===== config.mk =====
export PLATFORM = sky130hd
export DESIGN_NAME = scanline_capture
export DESIGN_NICKNAME = d
export VERILOG_FILES = /design/src/rtl/scl_pkg.sv /design/src/rtl/scl_line_counter.sv /design/src/rtl/scl_trig_detect.sv /design/src/rtl/scl_capture.sv /design/src/rtl/scl_read_mux.sv /design/src/rtl/scanline_capture.sv
export SDC_FILE = /design/constraint.sdc
export NUM_CORES = 1
export LEC_CHECK = 0
export CORE_AREA = 2 2 75 49
export DETAILED_ROUTE_END_ITERATION = 8
export DIE_AREA = 0 0 77 51
export GPL_ROUTABILITY_DRIVEN = 1
export SYNTH_ARGS = -nofsm -noshare
export SYNTH_HDL_FRONTEND = slang
export SYNTH_SLANG_ARGS = --single-unit

===== constraint.sdc =====
create_clock -name clk -period 1.4 [get_ports clk]
set_input_delay 0.14 -clock clk [delete_from_list [all_inputs] [get_ports clk]]
set_output_delay 0.14 -clock clk [all_outputs]
set_load 0.01 [all_outputs]

===== src/rtl/scl_pkg.sv =====
package scl_pkg;
  // Read address map; the decoder and the bench both rely on these values.
  localparam int unsigned ADDR_LIVE = 0;
  localparam int unsigned ADDR_CAPT = 1;
endpackage


===== src/rtl/scl_line_counter.sv =====
module scl_line_counter #(
  parameter int unsigned CNT_W           = 9,
  parameter int unsigned LINES_PER_FRAME = 262
) (
  input  logic             clk,
  input  logic             rst,
  input  logic             line_end,
  input  logic             frame_start,
  output logic [CNT_W-1:0] count
);
  localparam logic [CNT_W-1:0] LAST = CNT_W'(LINES_PER_FRAME - 1);

  logic [CNT_W-1:0] count_q;
  logic [CNT_W-1:0] count_d;
  logic             at_last;

  assign at_last = (count_q == LAST);

  always_comb begin
    count_d = count_q;
    if (frame_start)
      count_d = '0;
    else if (line_end)
      count_d = at_last ? '0 : count_q + 1'b1;
  end

  always_ff @(posedge clk) begin
    if (rst) count_q <= '0;
    else     count_q <= count_d;
  end

  assign count = count_q;

  // never beyond the last line
  a_r4_in_range: assert property (@(posedge clk) disable iff (rst)
    count_q <= LAST);
  // frame start clears, with priority over line end
  a_r2_clear: assert property (@(posedge clk) disable iff (rst)
    frame_start |=> count_q == '0);
  // single step per line
  a_r3_step: assert property (@(posedge clk) disable iff (rst)
    (line_end && !frame_start && count_q != LAST) |=> count_q == $past(count_q) + 1'b1);
  // holds without pulses
  a_r3_hold: assert property (@(posedge clk) disable iff (rst)
    (!line_end && !frame_start) |=> $stable(count_q));
  // wrap at the last line
  a_r4_wrap: assert property (@(posedge clk) disable iff (rst)
    (line_end && !frame_start && count_q == LAST) |=> count_q == '0);
endmodule


===== src/rtl/scl_trig_detect.sv =====
module scl_trig_detect #(
  parameter int unsigned SYNC_STAGES = 2
) (
  input  logic clk,
  input  logic rst,
  input  logic trig_n,
  output logic press
);
  logic [SYNC_STAGES-1:0] sync_q;
  logic                   prev_q;

  genvar i;
  generate
    for (i = 0; i < SYNC_STAGES; i++) begin : g_sync
      if (i == 0) begin : g_first
        always_ff @(posedge clk) begin
          if (rst) sync_q[0] <= 1'b1;
          else     sync_q[0] <= trig_n;
        end
      end else begin : g_next
        always_ff @(posedge clk) begin
          if (rst) sync_q[i] <= 1'b1;
          else     sync_q[i] <= sync_q[i-1];
        end
      end
    end
  endgenerate

  always_ff @(posedge clk) begin
    if (rst) prev_q <= 1'b1;
    else     prev_q <= sync_q[SYNC_STAGES-1];
  end

  // Falling edge of the synchronised, active-low trigger
  assign press = prev_q & ~sync_q[SYNC_STAGES-1];

  // a press is a single-cycle event
  a_r8_one_cycle_press: assert property (@(posedge clk) disable iff (rst)
    press |=> !press);
endmodule


===== src/rtl/scl_capture.sv =====
module scl_capture #(
  parameter int unsigned VIEW_W = 8
) (
  input  logic              clk,
  input  logic              rst,
  input  logic              press,
  input  logic [VIEW_W-1:0] view,
  output logic [VIEW_W-1:0] captured
);
  logic [VIEW_W-1:0] cap_q;

  always_ff @(posedge clk) begin
    if (rst)        cap_q <= '0;
    else if (press) cap_q <= view;
  end

  assign captured = cap_q;

  // a press loads the visible count
  a_r7_load: assert property (@(posedge clk) disable iff (rst)
    press |=> cap_q == $past(view));
  // otherwise the capture is held
  a_r8_hold: assert property (@(posedge clk) disable iff (rst)
    !press |=> $stable(cap_q));
endmodule


===== src/rtl/scl_read_mux.sv =====
module scl_read_mux
  import scl_pkg::*;
#(
  parameter int unsigned ADDR_W = 2,
  parameter int unsigned VIEW_W = 8
) (
  input  logic              clk,
  input  logic              rst,
  input  logic              rd_en,
  input  logic [ADDR_W-1:0] rd_addr,
  input  logic [VIEW_W-1:0] live,
  input  logic [VIEW_W-1:0] captured,
  output logic [VIEW_W-1:0] rd_data
);
  always_comb begin
    rd_data = '0;
    if (rd_en) begin
      if (rd_addr == ADDR_W'(ADDR_LIVE))      rd_data = live;
      else if (rd_addr == ADDR_W'(ADDR_CAPT)) rd_data = captured;
    end
  end

  // idle bus reads zero
  a_r9_idle_zero: assert property (@(posedge clk) disable iff (rst)
    !rd_en |-> rd_data == '0);
endmodule


===== src/rtl/scanline_capture.sv =====
module scanline_capture #(
  parameter int unsigned CNT_W           = 9,
  parameter int unsigned LINES_PER_FRAME = 262,
  parameter int unsigned ADDR_W          = 2,
  parameter int unsigned SYNC_STAGES     = 2,
  parameter int unsigned VIEW_W          = CNT_W - 1
) (
  input  logic              clk,
  input  logic              rst,
  input  logic              line_end,
  input  logic              frame_start,
  input  logic              trig_n,
  input  logic              rd_en,
  input  logic [ADDR_W-1:0] rd_addr,
  output logic [VIEW_W-1:0] rd_data
);
  localparam int unsigned DROP = CNT_W - VIEW_W;

  logic [CNT_W-1:0]  count;
  logic [VIEW_W-1:0] view;
  logic [VIEW_W-1:0] captured;
  logic              press;

  scl_line_counter #(.CNT_W(CNT_W), .LINES_PER_FRAME(LINES_PER_FRAME)) u_cnt (
    .clk(clk), .rst(rst), .line_end(line_end), .frame_start(frame_start), .count(count)
  );

  // reduced-resolution view drops the low bit(s)
  assign view = count[CNT_W-1:DROP];

  scl_trig_detect #(.SYNC_STAGES(SYNC_STAGES)) u_trig (
    .clk(clk), .rst(rst), .trig_n(trig_n), .press(press)
  );

  scl_capture #(.VIEW_W(VIEW_W)) u_cap (
    .clk(clk), .rst(rst), .press(press), .view(view), .captured(captured)
  );

  scl_read_mux #(.ADDR_W(ADDR_W), .VIEW_W(VIEW_W)) u_rd (
    .clk(clk), .rst(rst), .rd_en(rd_en), .rd_addr(rd_addr),
    .live(view), .captured(captured), .rd_data(rd_data)
  );
endmodule


==> impl_metrics.json <==
{
  "antenna_cells": 0,
  "hp-class": "reg2reg",
  "firstDrtPassIters": 4,
  "worstMarginPinSlew_ps": 334,
  "grt_remaining_overflow": 0,
  "syn-mean-instance-area_sq_um": 8.32,
  "slew_headroom_pct": 77.7,
  "cts_sinks": 20,
  "seq_area_frac_synth_pct": 43.0,
  "place_ws_ps": -274,
  "via_per_inst": 4.71,
  "yosys.area.top_type": "dfxtp_1",
  "drcViolationCount": 0,
  "maxCapViolCount": 0,
  "slew_violations": 0,
  "grt_max_degree": 12,
  "dieArea_sq_um": 3930,
  "finalCritPeriodShare_pct": 101,
  "area_growth_pct": 39.2,
  "cp_max_fo": 6,
  "ys_top_cells_by_area": "dfxtp_1 43%, mux2i_1 8.6%, nand2_1 7.7%, a21oi_1 6.4%, nor2_1 5.6%",
  "synth_fp_nets": 122,
  "required_ps": 1600,
  "die_w_microns": 77,
  "cts_tree": "built",
  "die_y_microns": 51,
  "worstSetupStartpointType": "flop",
  "path_cells": "buf_6 -> ha_4 -> nand4_1 -> or3_4 -> a21oi_2",
  "powerDensity_nw_per_um2": 862,
  "avgRoutedWirePerCell_microns": 12.7,
  "multi_input_area_sq_um": 523,
  "insertion_delay_ps": 260,
  "hold_viol": 0,
  "yosysTopAreaCellShare_pct": 43.0,
  "violations": "setup timing",
  "num_vias": 862,
  "rsz0062_at_grt": "true",
  "drt.antenna.violating_nets": 0,
  "min_period_ps": 1410,
  "outcome": "finished with violations",
  "leakage_nw": 0.489,
  "dp_hpwl_microns": 1620,
  "r2r_setup_slack_ps": -8,
  "vdd_drop_max_mv": 0.424,
  "gp_congestion": 0.780,
  "critPathSlowestCell": "or3_4",
  "place.port_buffers": 15,
  "grt_pass1_vias": 791,
  "fmax_mhz": 710,
  "seqCellArea_sq_um": 404,
  "netlist_area_sq_um": 932,
  "ys_ff_latch": 20,
  "fin_nets": 147,
  "cts_buffers": 3,
  "cts_max_level": 1,
  "ios": 16,
  "core_area_sq_um": 3360,
  "endpoint_kind": "flop",
  "drt_wl_total_microns": 2330,
  "ys_types": 26,
  "critPathKind": "reg2reg",
  "finClkSkew_ps": 2.48,
  "drive_gt1_share_pct": 22.8,
  "mostFrequentLayoutCells": "19 x nand2_1, 17 x dfxtp_1, 14 x nor2_1",
  "tns_ps": -7.59,
  "clk_path_buf_depth": 2,
  "setup_violations": 1,
  "placed_cells": 177,
  "clkSlewWorstSetupHoldPaths_ps": 70,
  "yosysWarnings": 0,
  "layout_commonest_cell": "nand2_1",
  "drt_iter0_markers": 35,
  "track_usage_pct": 12.6,
  "fin_cells": 183,
  "critPathMaxStageDelay_ps": 430,
  "hold_slack_ps": 416,
  "p_total_mw": 1.12,
  "grt_pass1_wl_microns": 3800,
  "core.rowCount": 17,
  "setup_ws_ps": -7.59,
  "initial_core_util_pct": 27.7,
  "fillers": 354,
  "cp_data_arrival_time_ps": 1610,
  "netlist_instances": 112,
  "postCtsHoldBufs": 0,
  "clockRootBuffer": "clkbuf_8",
  "antenna_found_initial": 0
}
cell families (layout without fill, tap and decap cells):
| family | count (synthesis) | count (layout) | synth area share, % |
|---|---|---|---|
| buf+inv | 10 | 33 | 5.91 |
| mux | 8 | 8 | 8.59 |
| xor+xnor | 4 | 4 | 3.76 |
| compound gates | 18 | 19 | 11.3 |
| flops | 20 | 20 | 43.0 |
| fa+ha+maj | 2 | 2 | 2.68 |
| simple gates | 50 | 50 | 24.8 |
layer usage:
| metal | global-route usage, % | wire (microns) |
|---|---|---|
| met2 | 19.2 | 1070 |
| met3 | 4.59 | 118 |
| met4 | 3.57 | 21 |
| met1 | 16.8 | 1120 |
| met5 | 0 | 0 |
area by class of cell:
class	count	area share, %
multi-input combinational	83	40.3
inverter	2	0.579
tap	47	4.53
sequential	20	31.1
clock buffer	4	4.24
timing repair buffer	27	19.2
worst paths after layout:
kind	start	to	cells past startpoint
worst max-delay path	u_cnt.count[1]	u_cnt.count[8]	5
worst min-delay path	u_trig.sync_q[0]	u_trig.sync_q[1]	1
worst max register to register	u_cnt.count[1]	u_cnt.count[8]	5
worst min register to register	u_trig.sync_q[0]	u_trig.sync_q[1]	1
state kept, by name, indices dropped and copies added, names as in the netlist:
name            count
u_trig.prev_q       1
u_cnt.count         9
u_trig.sync_q       2
u_cap.captured      8
cell usage after synthesis (all sizes together):
library cell,number
nand2b,2
or2,3
buf,5
nor3,1
xor2,2
ha,2
or3,3
nor2,14
a21oi,12
clkbuf,3
and4,1
mux2i,8
o21ai,3
nand3,1
a311o,1
o31ai,1
nand2,19
xnor2,2
nor2b,1
or4,1
nand4,4
a211oi,1
inv,2
dfxtp,20
through the flow:
step / instance area (sq um) / utilization (%)
2_1_floorplan: 933 / -
4_1_cts: 1250 / 37.1
3_5_place_dp: 1190 / 35.4
3_3_place_gp: 1190 / 35.4
5_1_grt: 1300 / 38.6
6_report: 1300 / 38.6
critical path: cells and delay by family, from the launching register on:
family,cells,cell delay [ps]
flops,1,340
fa+ha+maj,1,130
buf+inv,1,120
compound gates,1,120
simple gates,2,630
power by group:
part,leakage [nW],internal (mW),switching [mW]
Combinational,0.297,0.0508,0.0464
Sequential,0.163,0.575,0.00351
Clock,0.0288,0.250,0.192
what timing repair did:
item / 4_1_cts / 5_1_grt
setup buffers: 0 / 1
resized for setup: 12 / 13
pin swaps: 5 / 6
endpoints found under the setup margin: 11 / 16
gates cloned: 1 / 0
(Power assumes the default switching activity.)
